$ cat config.mk
export PLATFORM = sky130hd
export DESIGN_NAME = rpt_xfer_engine
export DESIGN_NICKNAME = d
export VERILOG_FILES = /design/src/rtl/rpt_xfer_engine.sv
export SDC_FILE = /design/constraint.sdc
export NUM_CORES = 1
export LEC_CHECK = 0
export ABC_CLOCK_PERIOD_IN_PS = 2100
export BUFFER_PORTS_ARGS = -buffer_cell sky130_fd_sc_hd__buf_2
export CAP_MARGIN = 10
export CORE_MARGIN = 4
export CORE_UTILIZATION = 45
export CTS_BUF_LIST = sky130_fd_sc_hd__clkbuf_16
export CTS_CLUSTER_SIZE = 16
export DETAILED_ROUTE_END_ITERATION = 8
export GPL_TIMING_DRIVEN = 0
export PLACE_DENSITY = 0.88
export SLEW_MARGIN = 15
export SYNTH_ARGS = -nofsm -noshare
export SYNTH_HDL_FRONTEND = slang
export SYNTH_SLANG_ARGS = --single-unit
$ cat constraint.sdc
create_clock -name clk -period 2.1 [get_ports clk]
set_input_delay 0.21 -clock clk [delete_from_list [all_inputs] [get_ports clk]]
set_output_delay 0.21 -clock clk [all_outputs]
set_load 0.01 [all_outputs]
$ cat src/rtl/rpt_xfer_engine.sv
module rpt_xfer_engine #(
  parameter int DW        = 24,
  parameter int STN_W     = 5,
  parameter int SUB_W     = 5,
  parameter int FN_W      = 5,
  parameter int MAX_WORDS = 16384,
  localparam int CW       = $clog2(MAX_WORDS + 1)
) (
  input  logic             clk,
  input  logic             rst_n,
  input  logic             start,
  input  logic [STN_W-1:0] cfg_stn,
  input  logic [SUB_W-1:0] cfg_sub,
  input  logic [FN_W-1:0]  cfg_fn,
  input  logic             cfg_write,
  input  logic             cfg_mode,
  input  logic [DW-1:0]    cfg_stop_pat,
  input  logic             cfg_fwd_stop,
  output logic             bp_req,
  output logic [STN_W-1:0] bp_stn,
  output logic [SUB_W-1:0] bp_sub,
  output logic [FN_W-1:0]  bp_fn,
  output logic [DW-1:0]    bp_wdata,
  input  logic             bp_ack,
  input  logic             bp_q,
  input  logic             bp_x,
  input  logic [DW-1:0]    bp_rdata,
  output logic             rd_valid,
  input  logic             rd_ready,
  output logic [DW-1:0]    rd_data,
  input  logic             wr_valid,
  output logic             wr_ready,
  input  logic [DW-1:0]    wr_data,
  output logic             busy,
  output logic             done,
  output logic [1:0]       done_reason,
  output logic [CW-1:0]    done_count
);

  typedef enum logic [2:0] {S_IDLE, S_FETCH, S_CYC, S_OUT, S_DONE} st_t;

  st_t              st;
  logic [STN_W-1:0] stn_q;
  logic [SUB_W-1:0] sub_q;
  logic [FN_W-1:0]  fn_q;
  logic             wr_q, sw_q, fwd_q, last_q;
  logic [DW-1:0]    pat_q, dbuf;
  logic [CW-1:0]    cnt;
  logic [1:0]       rsn;

  wire [DW-1:0] cmp_word = wr_q ? dbuf : bp_rdata;
  wire          hit      = sw_q && (cmp_word == pat_q);
  wire          at_cap   = (cnt == CW'(MAX_WORDS - 1));
  wire          take     = (st == S_CYC) && bp_ack;

  assign bp_req      = (st == S_CYC);
  assign bp_stn      = stn_q;
  assign bp_sub      = sub_q;
  assign bp_fn       = fn_q;
  assign bp_wdata    = dbuf;
  assign rd_valid    = (st == S_OUT);
  assign rd_data     = dbuf;
  assign wr_ready    = (st == S_FETCH);
  assign busy        = (st != S_IDLE);
  assign done        = (st == S_DONE);
  assign done_reason = rsn;
  assign done_count  = cnt;

  always_ff @(posedge clk or negedge rst_n) begin
    if (!rst_n) begin
      st     <= S_IDLE;
      stn_q  <= '0;
      sub_q  <= '0;
      fn_q   <= '0;
      wr_q   <= 1'b0;
      sw_q   <= 1'b0;
      fwd_q  <= 1'b0;
      last_q <= 1'b0;
      pat_q  <= '0;
      dbuf   <= '0;
      cnt    <= '0;
      rsn    <= 2'd0;
    end else begin
      case (st)
        S_IDLE: if (start) begin
          stn_q  <= cfg_stn;
          sub_q  <= cfg_sub;
          fn_q   <= cfg_fn;
          wr_q   <= cfg_write;
          sw_q   <= cfg_mode;
          pat_q  <= cfg_stop_pat;
          fwd_q  <= cfg_fwd_stop;
          cnt    <= '0;
          last_q <= 1'b0;
          st     <= cfg_write ? S_FETCH : S_CYC;
        end
        S_FETCH: if (wr_valid) begin
          dbuf <= wr_data;
          st   <= S_CYC;
        end
        S_CYC: if (take) begin
          if (!bp_x) begin
            rsn <= 2'd3;
            st  <= S_DONE;
          end else if (!sw_q && !bp_q) begin
            rsn <= 2'd0;
            st  <= S_DONE;
          end else if (hit) begin
            rsn <= 2'd1;
            if (wr_q) begin
              cnt <= cnt + 1'b1;
              st  <= S_DONE;
            end else if (fwd_q) begin
              cnt    <= cnt + 1'b1;
              dbuf   <= bp_rdata;
              last_q <= 1'b1;
              st     <= S_OUT;
            end else begin
              st <= S_DONE;
            end
          end else begin
            cnt <= cnt + 1'b1;
            if (at_cap) begin
              rsn    <= 2'd2;
              last_q <= 1'b1;
            end
            if (wr_q) st <= at_cap ? S_DONE : S_FETCH;
            else begin
              dbuf <= bp_rdata;
              st   <= S_OUT;
            end
          end
        end
        S_OUT: if (rd_ready) st <= last_q ? S_DONE : S_CYC;
        S_DONE: st <= S_IDLE;
        default: st <= S_IDLE;
      endcase
    end
  end

endmodule

# [Word level (Yosys, flattened, before mapping)]
# Index checks and enable logic that the tools add are counted.
[classes] multipliers=0 n_eq_ne=17 muxes=44 n_shift=0 div_mod_pow=0 order_cmp=0 n_bitwise=0 addsub=1 n_reduce_logical=15
[ops] operator="24-bit two-way mux" count=8
[ops] operator="15-bit two-way mux" count=7
[ops] operator="24-bit one-hot mux with 2 select lines" count=1
[ops] operator="3-bit two-way mux" count=12
[ops] operator="15-bit one-hot mux with 2 select lines" count=1
[ops] operator="24-bit == test" count=1
[ops] operator="15-bit by 1-bit adder with 15-bit output (second input constant)" count=1
[ops] operator="15-bit by 14-bit == test with 1-bit output (second input constant)" count=1
[ops] operator="3-bit one-hot mux with 4 select lines" count=1
[ops] operator="2-bit two-way mux" count=5
[ops] operator="1-bit two-way mux" count=8
[ops] operator="8-bit AND reduction" count=1
[ops] operator="7-bit AND reduction" count=1
[ops] operator="3-bit by 2-bit == test with 1-bit output (second input constant)" count=2
[ops] operator="2-bit by 1-bit inequality test with 1-bit output (second input constant)" count=3
[ops] operator="2-bit inequality test (second input constant)" count=3
[ops] operator="3-bit inequality test (second input constant)" count=2
[ops] operator="6-bit AND reduction" count=1
[ops] operator="4-bit by 1-bit inequality test with 1-bit output (second input constant)" count=1
[ops] operator="4-bit inequality test (second input constant)" count=1
[ops] operator="4-bit AND reduction" count=1
[ops] operator="2-bit nonzero test" count=2
[ops] operator="3-bit by 1-bit == test with 1-bit output (second input constant)" count=1
[ops] operator="3-bit == test (second input constant)" count=1
[ops] operator="8 further kinds" count=11
[word_totals] reg_bits=87 mem_bits_rw=0 wordCells=89 n_memories=0 mem_bits_ro=0 input_bits=98 output_inout_bits=85 latchBits=0

# [Logic depth before layout (Yosys ltp)]
[logic_depth] depth_word=8 mapped_depth=11 ltp_nobuf=7

# [Least setup slack after synthesis]
# Ideal clock, no wire load.
[synth_timing] path_type="reg2reg" startpoint="register wr_q" endpoint="register cnt[8] (netlist: done_count[8])" required_time_ns=2.022 synth_period_minus_slack_ns=2.280 path_buffers=3 stages_incl_launch_ff=11 setup_ns=0.078 setup_slack_ns=-0.180 arrival_time_ns=2.202 path_cell_list="dfrtp_1 > buf_6 > buf_6 > mux2i_1 > xnor2_1 > nor4_1 > nand4_2 > nor4_4 > buf_6 > or4b_2 > a21oi_1"
[synth_via] elab_chain_cells=8 word_cells_on_any_way=11 classes_between="eq/ne (2); mux (7); reduce/logical (2)"
[synth_rtl] element="start, declared" line_no="46" rtl="logic wr_q, sw_q, fwd_q, last_q;"
[synth_rtl] element="start signal, assigned" line_no="89" rtl="wr_q <= cfg_write;"
[synth_rtl] element="24-bit two-way mux"
[synth_rtl] element="24-bit == test" line_no="52" rtl="wire hit = sw_q && (cmp_word == pat_q);"
[synth_rtl] element="1-bit logical AND" line_no="52"
[synth_rtl] element="15-bit two-way mux" line_no="108" rtl="end else if (hit) begin"
[synth_rtl] element="15-bit two-way mux" line_no="105" rtl="end else if (!sw_q && !bp_q) begin"
[synth_rtl] element="15-bit two-way mux" line_no="102" rtl="if (!bp_x) begin"
[synth_rtl] element="15-bit two-way mux" line_no="101" rtl="S_CYC: if (take) begin"
[synth_rtl] element="15-bit one-hot mux with 2 select lines" line_no="84" rtl="case (st)"
[synth_rtl] element="end signal, assigned" line_no="111" rtl="cnt <= cnt + 1'b1;"
[synth_rtl] element="end signal, assigned" line_no="114" rtl="cnt <= cnt + 1'b1;"
[synth_rtl] element="end signal, assigned" line_no="122" rtl="cnt <= cnt + 1'b1;"
[synth_rtl] element="end, declared" line_no="48" rtl="logic [CW-1:0] cnt;"
# Parallel ways exist; a longest one is shown, timed or not. The select of a mux whose other input is x is not followed.
# A chain may end at the register's enable or synchronous reset.

# [Worst setup path after layout]
[layout_timing] startpoint="register wr_q" endpoint="register dbuf[6] (netlist: bp_wdata[6])"
[layout_via] elab_chain_cells=8 word_cells_on_any_way=11 classes_between="eq/ne (3); mux (6); reduce/logical (2)"
[layout_rtl] element="24-bit two-way mux"
[layout_rtl] element="24-bit == test" line_no="52"
[layout_rtl] element="1-bit logical AND" line_no="52"
[layout_rtl] element="24-bit two-way mux" line_no="108"
[layout_rtl] element="24-bit two-way mux" line_no="105"
[layout_rtl] element="24-bit two-way mux" line_no="102"
[layout_rtl] element="24-bit two-way mux" line_no="101"
[layout_rtl] element="24-bit one-hot mux with 2 select lines" line_no="84"
[layout_rtl] element="end signal, assigned" line_no="98" rtl="dbuf <= wr_data;"
[layout_rtl] element="end signal, assigned" line_no="115" rtl="dbuf <= bp_rdata;"
[layout_rtl] element="end signal, assigned" line_no="129" rtl="dbuf <= bp_rdata;"
[layout_rtl] element="end, declared" line_no="47" rtl="logic [DW-1:0] pat_q, dbuf;"
# Parallel ways exist; a longest one is shown, timed or not. The select of a mux whose other input is x is not followed.

==> impl_metrics.toml <==
[layout]
drive_gt1_share_pct = 48.91
syn_to_final_growth_pct = 51.47
instances_no_fill = 874
layout.nets = 832

[sta]
min_period_over_period_pct = 136.1
finalSetupViolCount = 47
hold_viol = 0
fin_hold_ws_ns = 0.05229
final_max_slew_viol_count = 0
grt_setup_unrepaired = "yes"
tightestPinTransition_ns = 0.7560
fmax_mhz = 350.0
setup_tns_ns = -28.82
setup_slack_ns = -0.7573
clock_skew_ns = 0.01631
slew_headroom_pct = 49.60
finalCriticalPeriod_ns = 2.857

[global_route]
overflow = 0
antenna_found_initial = 2
grt_use_total_pct = 26.92
grt_pass1_wl_mm = 26.94
grt_max_degree = 56
grt_pass1_vias = 5206

[drt]
initialDrtViolationCount = 629
routed_wl_mm = 19.26
ant_nets = 0
vias = 5295
viasPerCell = 6.058
drcViolationCount = 0
dr.pass1.iters = 8
routedWlPerCell_um = 22.04

[clock_tree]
cts_sinks = 87
clock_latency_ns = 0.35
h-tree-depth = 3
numCtsBuffers = 9
clk_pin_slew_worst_paths_ns = 0.08
cts_root_buffer = "clkbuf_16"
cts_buffer_depth = 2
cts_tree = "done"

[synth]
synth_compound_area_share_pct = 15.35
synth_fp_nets = 608
synth_adder_area_share_pct = 0.2633
syn-mean-instance-area_um2 = 9.336
seq_area_frac_synth_pct = 45.81
synth_top_family_by_area = "simple AND/OR/NAND/NOR gates"
synth_seq_cells = 87
synth_cell_types = 51
ys.flop_type = "dfrtp_1"
synthSimpleGateAreaFrac_pct = 20.98
netlist_instances = 509
synth.yosys.warnings = 0
yosys.area_share.xor_xnor_pct = 4.423
async_flop_share_pct = 100.0
synth_area_um2 = 4752
synthMuxAreaShare_pct = 5.503
synth-edff-count = 0

[placement]
port_buffers = 182
hpwlAfterDp_mm = 11.08
dpl_worst_slack_ns = -0.6108
dpl.cell_count = 828
place.gp.congestion = 0.9072

[pwr]
vdd_drop_max_v = 0.0008067
swShare_pct = 45.06
p_leak_uw = 0.003423
seqPwrFrac_pct = 28.1
powerDensity_nw_per_um2 = 1580
p_int_uw = 6248
combPwrFrac_pct = 58.0
power.switching_uw = 5125
clkPwrFrac_pct = 14.0

[floorplan]
initial_core_util_pct = 46.03
die_w_um = 110.8
num_rows = 37
die_h_um = 110.8
dieArea_um2 = 12270
ios = 183
core_um2 = 10320

[setup_path]
ff2ff_setup_slack_ns = -0.76
critical_path_peak_fanout = 10
cp-start-kind = "flip-flop"
cp-end-kind = "flip-flop"
worstPathRequired_ns = 2.37
critPathKind = "flip-flop to flip-flop"
crit_arrival_ns = 3.13

[hold_path]
min_path_type = "primary input to flip-flop"

[flow_run]
drv_cap = 0

[outcome]
failed_checks = "negative setup slack"
outcome = "finished with violations"
-- logic make-up (layout without fill, tap and decap cells) --
| family | after synthesis | after routing |
|---|---|---|
| compound gates | 104 | 104 |
| xor+xnor | 24 | 24 |
| fa+ha+maj | 1 | 1 |
| buf+inv | 59 | 286 |
| flops | 87 | 87 |
| mux | 26 | 26 |
| other cells | 0 | 2 |
| simple gates | 208 | 208 |
-- stage by stage --
| step | area, um2 | util, % | total power, uW |
|---|---|---|---|
| final | 7198 | 69.72 | 11370 |
| after global routing | 7198 | 69.72 | 11880 |
| after detailed placement | 5888 | 57.04 | 7805 |
| after global placement | 5866 | 56.82 | 7632 |
| after CTS | 6751 | 65.40 | 9998 |
| after floorplan | 4785 | - | 6155 |
-- path summary, 6_finish.rpt --
path | start | end | cells after the start
worst min-delay path | cfg_stop_pat[15] | pat_q[15] | 3
worst max register to register | wr_q | bp_wdata[6] | 11
min in group asynchronous | rst_n | bp_wdata[7] | 2
worst min register to register | bp_stn[2] | bp_stn[2] | 2
worst max-delay path | wr_q | bp_wdata[6] | 11
max in group asynchronous | rst_n | sw_q | 3
-- placed cells by master, fill, tap and decap left out, types with 10 or more instances in the layout --
master / synthesis / layout
mux2i_4: 0 / 11
mux2i_1: 25 / 13
xnor2_1: 24 / 10
nand2_1: 136 / 134
buf_2: 3 / 182
buf_4: 27 / 41
dfrtp_1: 87 / 85
o22ai_1: 23 / 21
a2bb2oi_1: 22 / 19
buf_6: 5 / 17
nand3_1: 12 / 11
xnor2_2: 0 / 12
-- synthesized netlist by cell type, types with 6 or more instances --
cell         n  share of area, %
clkbuf_1    17               1.3
o21ai_0     11               1.2
or4_1        6              0.95
xnor2_1     24               4.4
nor4_1      11               1.4
o31ai_1      8               1.3
o22ai_1     23               3.0
a21oi_1     14               1.5
mux2i_1     25               5.3
nor2_1       6              0.47
nand2_1    136                11
a2bb2oi_1   22               4.1
nand3_1     12               1.3
dfrtp_1     87                46
buf_4       27               4.3
inv_1        6              0.47
-- power by group through the flow --
stage	logic [uW]	clock network (uW)	registers, uW
after floorplan	3110	0	3050
after global placement	4700	0	2930
after detailed placement	4820	0	2990
after CTS	5410	1560	3030
after global routing	6950	1660	3260
final	6590	1590	3190
-- flip-flops by register name, indices dropped and copies added, names as in the netlist --
signal	count
fwd_q	1
bp_fn	5
last_q	1
st	3
pat_q	24
bp_sub	5
wr_q	1
bp_stn	5
bp_wdata	24
done_reason	2
sw_q	1
done_count	15
-- routing by layer --
layer,GRT usage (%),vias up,wire [um]
met5,0,-,0
met4,14.94,0,1206
met3,6.277,116,1839
met2,43.24,410,9271
met1,33.40,2526,6944
li1,-,2243,-
-- final cells by class --
type                            count  area [um2]
Inverter                            7       27.53
Clock inverter                      5       51.30
Antenna cell                        2       5.005
Clock buffer                        9       225.2
Tap cell                          136       170.2
Fill cell                         696        3126
Multi-Input combinational cell    363        2868
Sequential cell                    87        2180
Buffer                             50       397.9
Timing Repair Buffer              215        1274
-- worst max-delay path, cell delays in order, from the launching register on --
cell	delay [ns]
dfrtp_1	0.38
buf_12	0.16
buf_12	0.15
mux2i_2	0.27
xnor2_1	0.16
nor4_2	0.40
nand4_4	0.23
buf_6	0.18
o211ai_4	0.31
buf_6	0.21
o22ai_1	0.13
a2bb2oi_2	0.19
-- timing repair --
| action | CTS | global route |
|---|---|---|
| gates cloned | 4 | 1 |
| setup buffers | 21 | 7 |
| gates resized for setup | 68 | 81 |
| hold endpoints to repair | 54 | 0 |
| endpoints found under the setup margin | 84 | 74 |
| pin swaps | 38 | 14 |
| hold buffers | 1 | 0 |
Note: power is estimated with default switching activity, not from simulation.
